File: config.mk
export PLATFORM = sky130hd
export DESIGN_NAME = svl_lock_ctrl
export DESIGN_NICKNAME = d
export VERILOG_FILES = /design/src/rtl/svl_lock_pkg.sv /design/src/rtl/svl_fmt_decode.sv /design/src/rtl/svl_win_timer.sv /design/src/rtl/svl_try_ctr.sv /design/src/rtl/svl_lock_fsm.sv /design/src/rtl/svl_lock_ctrl.sv
export SDC_FILE = /design/constraint.sdc
export NUM_CORES = 1
export LEC_CHECK = 0
export BUFFER_PORTS_ARGS = -buffer_cell sky130_fd_sc_hd__buf_2
export CAP_MARGIN = 30
export CORE_MARGIN = 1.5
export CORE_UTILIZATION = 55
export DETAILED_ROUTE_END_ITERATION = 12
export GPL_ROUTABILITY_DRIVEN = 0
export GPL_TIMING_DRIVEN = 0
export PLACE_DENSITY_LB_ADDON = 0.2
export SLEW_MARGIN = 10
export SYNTH_ARGS = -nofsm -noshare
export SYNTH_HDL_FRONTEND = slang
export SYNTH_HIERARCHICAL = 1
export SYNTH_SLANG_ARGS = --single-unit
File: constraint.sdc
create_clock -name clk -period 1.1 [get_ports clk]
set_input_delay 0.055 -clock clk [delete_from_list [all_inputs] [get_ports clk]]
set_output_delay 0.055 -clock clk [all_outputs]
set_load 0.01 [all_outputs]
File: src/rtl/svl_lock_pkg.sv
package svl_lock_pkg;

  typedef enum logic [2:0] {
    ST_NOSIG     = 3'd0,
    ST_HUNT      = 3'd1,
    ST_SYNC_LOCK = 3'd2,
    ST_PLL_HUNT  = 3'd3,
    ST_PLL_PASS  = 3'd4
  } lk_state_t;

  // encoding is {smpte_byp, asi}
  typedef enum logic [1:0] {
    FMT_THRU  = 2'b00,
    FMT_ASI   = 2'b01,
    FMT_SMPTE = 2'b10,
    FMT_BAD   = 2'b11
  } fmt_t;

endpackage

File: src/rtl/svl_fmt_decode.sv
module svl_fmt_decode
  import svl_lock_pkg::*;
(
  input  logic cfg_smpte_byp,
  input  logic cfg_asi,
  input  logic trs_hit,
  input  logic asi_hit,
  output logic sync_ok,
  output logic is_asi,
  output logic is_thru
);

  fmt_t fmt;

  always_comb begin
    fmt     = fmt_t'({cfg_smpte_byp, cfg_asi});
    is_asi  = (fmt == FMT_ASI);
    is_thru = (fmt == FMT_THRU);
    unique case (fmt)
      FMT_SMPTE: sync_ok = trs_hit;
      FMT_ASI:   sync_ok = asi_hit;
      default:   sync_ok = 1'b0;
    endcase
  end

endmodule

File: src/rtl/svl_win_timer.sv
module svl_win_timer #(
  parameter int CW = 8
) (
  input  logic          clk,
  input  logic          rst_n,
  input  logic          clr,
  output logic [CW-1:0] cnt
);

  localparam logic [CW-1:0] CNT_MAX = '1;

  logic [CW-1:0] cnt_q;
  logic [CW-1:0] cnt_d;
  logic          cnt_en;

  always_comb begin
    cnt_en = clr || (cnt_q != CNT_MAX);
    cnt_d  = clr ? '0 : cnt_q + 1'b1;
  end

  always_ff @(posedge clk or negedge rst_n) begin
    if (!rst_n) begin
      cnt_q <= '0;
    end else if (cnt_en) begin
      cnt_q <= cnt_d;
    end
  end

  assign cnt = cnt_q;

endmodule

File: src/rtl/svl_try_ctr.sv
module svl_try_ctr #(
  parameter int TRIES = 4
) (
  input  logic clk,
  input  logic rst_n,
  input  logic clr,
  input  logic inc,
  output logic last
);

  localparam int TW = (TRIES > 1) ? $clog2(TRIES) : 1;
  localparam logic [TW-1:0] LAST_V = TW'(TRIES - 1);

  logic [TW-1:0] try_q;
  logic [TW-1:0] try_d;
  logic          try_en;

  always_comb begin
    try_en = clr || (inc && (try_q != LAST_V));
    try_d  = clr ? '0 : try_q + 1'b1;
  end

  always_ff @(posedge clk or negedge rst_n) begin
    if (!rst_n) begin
      try_q <= '0;
    end else if (try_en) begin
      try_q <= try_d;
    end
  end

  assign last = (try_q == LAST_V);

endmodule

File: src/rtl/svl_lock_fsm.sv
module svl_lock_fsm
  import svl_lock_pkg::*;
#(
  parameter int HUNT_CYC = 4096,
  parameter int PLL_TMO  = 2500000,
  parameter int CW       = 22
) (
  input  logic          clk,
  input  logic          rst_n,
  input  logic          carrier_n,
  input  logic          pll_lock,
  input  logic          sync_ok,
  input  logic          is_asi,
  input  logic          is_thru,
  input  logic [CW-1:0] cnt,
  input  logic          last_try,
  output logic          tmr_clr,
  output logic          try_clr,
  output logic          try_inc,
  output logic          locked,
  output logic          mute,
  output logic          vco_center,
  output logic          pll_only,
  output logic          pass_thru,
  output logic          data_err_n
);

  localparam logic [CW-1:0] HUNT_END = CW'(HUNT_CYC - 1);
  localparam logic [CW-1:0] PLL_END  = CW'(PLL_TMO - 1);

  lk_state_t st_q;
  lk_state_t st_d;
  logic      win_end;

  // next-state
  always_comb begin
    st_d    = st_q;
    try_clr = 1'b0;
    try_inc = 1'b0;
    win_end = 1'b0;
    if (carrier_n) begin
      st_d    = ST_NOSIG;
      try_clr = 1'b1;
    end else begin
      unique case (st_q)
        ST_NOSIG: begin
          st_d    = ST_HUNT;
          try_clr = 1'b1;
        end
        ST_HUNT: begin
          if (pll_lock && sync_ok) begin
            st_d = ST_SYNC_LOCK;
          end else if (cnt == HUNT_END) begin
            if (last_try) begin
              st_d = ST_PLL_HUNT;
            end else begin
              try_inc = 1'b1;
              win_end = 1'b1;
            end
          end
        end
        ST_SYNC_LOCK: begin
          if (!pll_lock) begin
            st_d    = ST_HUNT;
            try_clr = 1'b1;
          end
        end
        ST_PLL_HUNT: begin
          if (pll_lock) begin
            st_d = ST_PLL_PASS;
          end else if (cnt == PLL_END) begin
            st_d    = ST_HUNT;
            try_clr = 1'b1;
          end
        end
        ST_PLL_PASS: begin
          if (!pll_lock) begin
            st_d    = ST_HUNT;
            try_clr = 1'b1;
          end
        end
        default: begin
          st_d    = ST_NOSIG;
          try_clr = 1'b1;
        end
      endcase
    end
    tmr_clr = win_end || (st_d != st_q);
  end

  // state register
  always_ff @(posedge clk or negedge rst_n) begin
    if (!rst_n) begin
      st_q <= ST_NOSIG;
    end else begin
      st_q <= st_d;
    end
  end

  // output decode
  always_comb begin
    vco_center = (st_q == ST_NOSIG);
    mute       = (st_q == ST_NOSIG) && !is_asi;
    pll_only   = (st_q == ST_PLL_HUNT) || (st_q == ST_PLL_PASS);
    pass_thru  = (st_q == ST_PLL_PASS);
    locked     = (st_q == ST_SYNC_LOCK) || ((st_q == ST_PLL_PASS) && is_thru);
    data_err_n = !((st_q == ST_PLL_PASS) && !is_thru);
  end

endmodule

File: src/rtl/svl_lock_ctrl.sv
module svl_lock_ctrl #(
  parameter int HUNT_CYC     = 4096,
  parameter int HUNT_TRIES   = 4,
  parameter int PLL_TMO_CYC  = 2500000
) (
  input  logic clk,
  input  logic rst_n,
  input  logic carrier_n,
  input  logic pll_lock,
  input  logic trs_hit,
  input  logic asi_hit,
  input  logic cfg_smpte_byp,
  input  logic cfg_asi,
  output logic locked,
  output logic mute,
  output logic vco_center,
  output logic pll_only,
  output logic pass_thru,
  output logic data_err_n
);

  localparam int MAX_WIN = (PLL_TMO_CYC > HUNT_CYC) ? PLL_TMO_CYC : HUNT_CYC;
  localparam int CW      = $clog2(MAX_WIN + 1);

  logic [1:0]    rst_sync_q;
  logic          core_rst_n;
  logic          sync_ok;
  logic          is_asi;
  logic          is_thru;
  logic          tmr_clr;
  logic          try_clr;
  logic          try_inc;
  logic          last_try;
  logic [CW-1:0] cnt;

  // asynchronous assert, synchronous release
  always_ff @(posedge clk or negedge rst_n) begin
    if (!rst_n) begin
      rst_sync_q <= 2'b00;
    end else begin
      rst_sync_q <= {rst_sync_q[0], 1'b1};
    end
  end
  assign core_rst_n = rst_sync_q[1];

  svl_fmt_decode u_fmt (
    .cfg_smpte_byp (cfg_smpte_byp),
    .cfg_asi       (cfg_asi),
    .trs_hit       (trs_hit),
    .asi_hit       (asi_hit),
    .sync_ok       (sync_ok),
    .is_asi        (is_asi),
    .is_thru       (is_thru)
  );

  svl_win_timer #(.CW(CW)) u_tmr (
    .clk   (clk),
    .rst_n (core_rst_n),
    .clr   (tmr_clr),
    .cnt   (cnt)
  );

  svl_try_ctr #(.TRIES(HUNT_TRIES)) u_try (
    .clk   (clk),
    .rst_n (core_rst_n),
    .clr   (try_clr),
    .inc   (try_inc),
    .last  (last_try)
  );

  svl_lock_fsm #(
    .HUNT_CYC (HUNT_CYC),
    .PLL_TMO  (PLL_TMO_CYC),
    .CW       (CW)
  ) u_fsm (
    .clk        (clk),
    .rst_n      (core_rst_n),
    .carrier_n  (carrier_n),
    .pll_lock   (pll_lock),
    .sync_ok    (sync_ok),
    .is_asi     (is_asi),
    .is_thru    (is_thru),
    .cnt        (cnt),
    .last_try   (last_try),
    .tmr_clr    (tmr_clr),
    .try_clr    (try_clr),
    .try_inc    (try_inc),
    .locked     (locked),
    .mute       (mute),
    .vco_center (vco_center),
    .pll_only   (pll_only),
    .pass_thru  (pass_thru),
    .data_err_n (data_err_n)
  );

endmodule

==> summary.txt <==
Outcome
  • Status: complete, but fails checks
  • Violated checks: setup timing

Synth
  • Leading area contributor after synthesis: dfrtp_1
  • Largest cells by area after synthesis: dfrtp_1 38%, nor2_1 5.3%, xnor2_1 5.1%, ha_1 3.3%, nand4_1 3.0%
  • Ys flop type: dfrtp_1
  • Post-synthesis sequential area ratio: 0.381
  • Avg Inst Size Synth: 9.30 sq um
  • Yosys reg bits: 29
  • Synth top area share: 0.381
  • Synthesized area: between 1500 and 2000 sq um
  • Simple-gate portion of the synthesized area: 0.333
  • Cells after synthesis: around 200
  • Synthesized net count: 218
  • Main combinational cell family by area after synthesis: simple AND/OR/NAND/NOR gates
  • Yosys cell types: 55
  • Share of flip-flops with an asynchronous set or reset: 1.00
  • Number of synthesized flops with an enable pin: 0
  • Syn. warnings: 6
  • Compound-gate portion of the synthesized area: 0.122
  • Mux contribution to synthesized area: 0.0197
  • Post-Synth Adder-Cell Area: 0.0328
  • Post-Synth XOR/XNOR Area: 0.0689

Placed design
  • Placed cells: between 200 and 300
  • Final HPWL DP: 3150 microns
  • Placed instance area: between 2000 and 2500 sq um
  • IO buf count: 13

Floorplan
  • Starting Density: 0.571
  • IO Pins: 14
  • Die Footprint: 3830 sq um
  • Die Wd: 61.9 microns
  • Chip Height: 61.9 microns
  • Core Rows: 21
  • Core ar.: 3340 sq um

Critical path
  • Critical path startpoint: u_tmr/cnt[19]
  • Req. time, crit path: 1.32 ns
  • Max FO, Critical Path: 4
  • Critical path launch point type: flip-flop
  • Critical Path AT: 2.81 ns
  • Setup crit end kind: flip-flop
  • Worst r2r src: u_tmr/cnt[19]
  • Setup Crit Path Kind: reg2reg

Finish
  • Nets: 260
  • Synth-to-layout area growth: 37.0%
  • Fillers: roughly 210
  • Commonest non-fill, non-tap cell in the layout: dfrtp_1
  • Layout Cells excl Fill: 294
  • Post-route cell area: 2610 sq um
  • Highest-count cells in the layout ignoring fill and taps: 27 x dfrtp_1, 15 x nor2_1, 14 x buf_2, 14 x buf_6
  • Antenna Cells: 0
  • Share of post-route cells with drive strength above 1: 0.403

Drt
  • DR vias: roughly 1800
  • DRC: 0
  • Final WL: 5380 microns
  • DRT Pass-1 Iters: 4
  • WL/cell: between 15 and 20 microns
  • M1 WL: 2230 microns
  • Initial DRC Count: between 100 and 150
  • Met3 wire length: 295 microns
  • ANT nets after route: 0
  • Top Layer Used: met4
  • Metal2 WL: ~2700 microns
  • Drt via density: between 5 and 6

STA
  • Worst hold slack: 0.0187 ns
  • Final Hold Violating Endpoints: 0
  • Worst slew margin: 0.636
  • FMAX: approximately 390 MHz
  • Minimum clock period: 2.59 ns
  • RSZ-0062 raised after global routing: yes
  • Actual slew at the worst max-slew pin: 0.538 ns
  • Final Max Tran Viols: 0
  • Final setup viols: 33
  • Min setup slack post-route: -1.49 ns
  • Final period utilization: 2.35
  • Skew final: 0.00759 ns

Power and ir drop
  • Leakage: around 0.0011 uW
  • Pwr/cell area: 929 nW/um^2
  • VDD IR-drop max: 0.660 mV

Clock tree
  • Root Buffer: clkbuf_4
  • Clock Sinks: 29
  • Clock latency on the worst-skew pair: 0.33 ns
  • Htree depth: 2
  • TritonCTS clock tree: yes
  • Clock transition at the registers of the reported paths: roughly 0.1 ns
  • Clock Tree Buf Depth: 2
  • Total CTS buffers: 5

Global route
  • GRT Residual Overflow: 0
  • First-pass GRT wire length: approximately 7900 microns
  • Number of global-route vias before repair: 1613
  • Initial antenna violation count: 0
  • Gr usage total: 0.289
  • Pin count of the biggest net entering global routing: 21

Hold path
  • Hold WC Path Type: in2async

Run
  • Max_cap viols: 0
## where the power goes
group / switching (uW) / internal, uW / leakage, uW
Sequential: 38.2 / 1080 / 0.000393
Clock: 384 / 543 / 0.0000455
Combinational: 186 / 190 / 0.000659
Total: 608 / 1820 / 0.00110
## sequential cells by signal (all words and copies together) (netlist names)
name,flops
u_try/try_q,2
rst_sync_q,2
u_fsm/st_q,3
u_tmr/cnt,22
## kinds of logic after synthesis
group                      Yosys count
AOI/OAI and AO/OA                   32
adders and majority gates            5
and+or+nand+nor                    105
xor gates and xnor gates            15
other                                1
muxes                                3
buffers and inverters               15
DFF                                 29
## area by class of cell
type | count | area [sq um] | area share
inverter | 5 | 21.3 | 0.00815
multi-input combinational | 161 | 1290 | 0.495
buffer | 9 | 109 | 0.0417
clock inverter | 1 | 30.0 | 0.0115
clock buffer | 7 | 55.1 | 0.0211
timing repair buffer | 36 | 317 | 0.121
tap | 46 | 57.6 | 0.0221
sequential | 29 | 728 | 0.279
## metrics by stage
step / power, uW / setup WS (ns) / utilization / TNS (ns)
after floorplan: 1290 / -1.42 / - / -32.97
after global placement: 1340 / -1.59 / 0.629 / -38.23
after detailed placement: 1370 / -1.62 / 0.637 / -37.56
after CTS: 2370 / -1.50 / 0.748 / -37.62
after global routing: 2520 / -1.54 / 0.782 / -40.12
final: 2420 / -1.49 / 0.782 / -38.14
## final timing paths
path,endpoint,depth (start not counted),slack [ns]
worst max-delay path,u_tmr/cnt[11],7,-1.49
worst min-delay path,rst_sync_q[0],2,0.02
worst max register to register,u_tmr/cnt[11],7,-1.49
worst min register to register,u_tmr/cnt[3],0,0.17
max in group asynchronous,u_fsm/st_q[2],1,0.47
min in group clk,u_fsm/st_q[2],3,0.10
## cell usage after synthesis (2+ instances only)
master	n
nor4_1	3
and3_1	4
nand2_1	9
ha_1	5
or4_4	2
nor3_1	5
nand3_1	10
nand3b_1	2
clkbuf_1	5
nand4bb_1	2
buf_6	2
dfrtp_1	29
and4_1	5
buf_2	2
nand2b_1	6
a211oi_1	3
mux2_1	2
or4bb_1	2
nor2_1	27
xor2_1	4
nor2b_1	7
nand4_1	9
a21oi_1	10
xnor2_1	11
a21o_1	2
inv_1	5
o21ai_0	4
## timing repair
item                                    in CTS  in global routing
hold endpoints to repair                     4                  0
pin swaps                                   18                  2
hold buffers                                 2                  0
setup buffers                               12                  8
cloned                                       1                  0
gates resized for setup                     40                 15
endpoints found under the setup margin      33                 33
## critical path: stages, from the launching register on
cell,delay (ns)
dfrtp_1,0.40
or4_4,0.55
or4_4,0.52
o311a_4,0.34
o221ai_4,0.22
buf_6,0.16
nor2_2,0.04
mux2_4,0.26
## metal layers
layer  GRT usage  vias to the layer above
met5           0                        -
met4       0.122                        0
met3       0.110                       19
met2       0.448                       57
met1       0.361                      854
li1            -                      827
No activity file was read; power rests on OpenSTA's default activity.
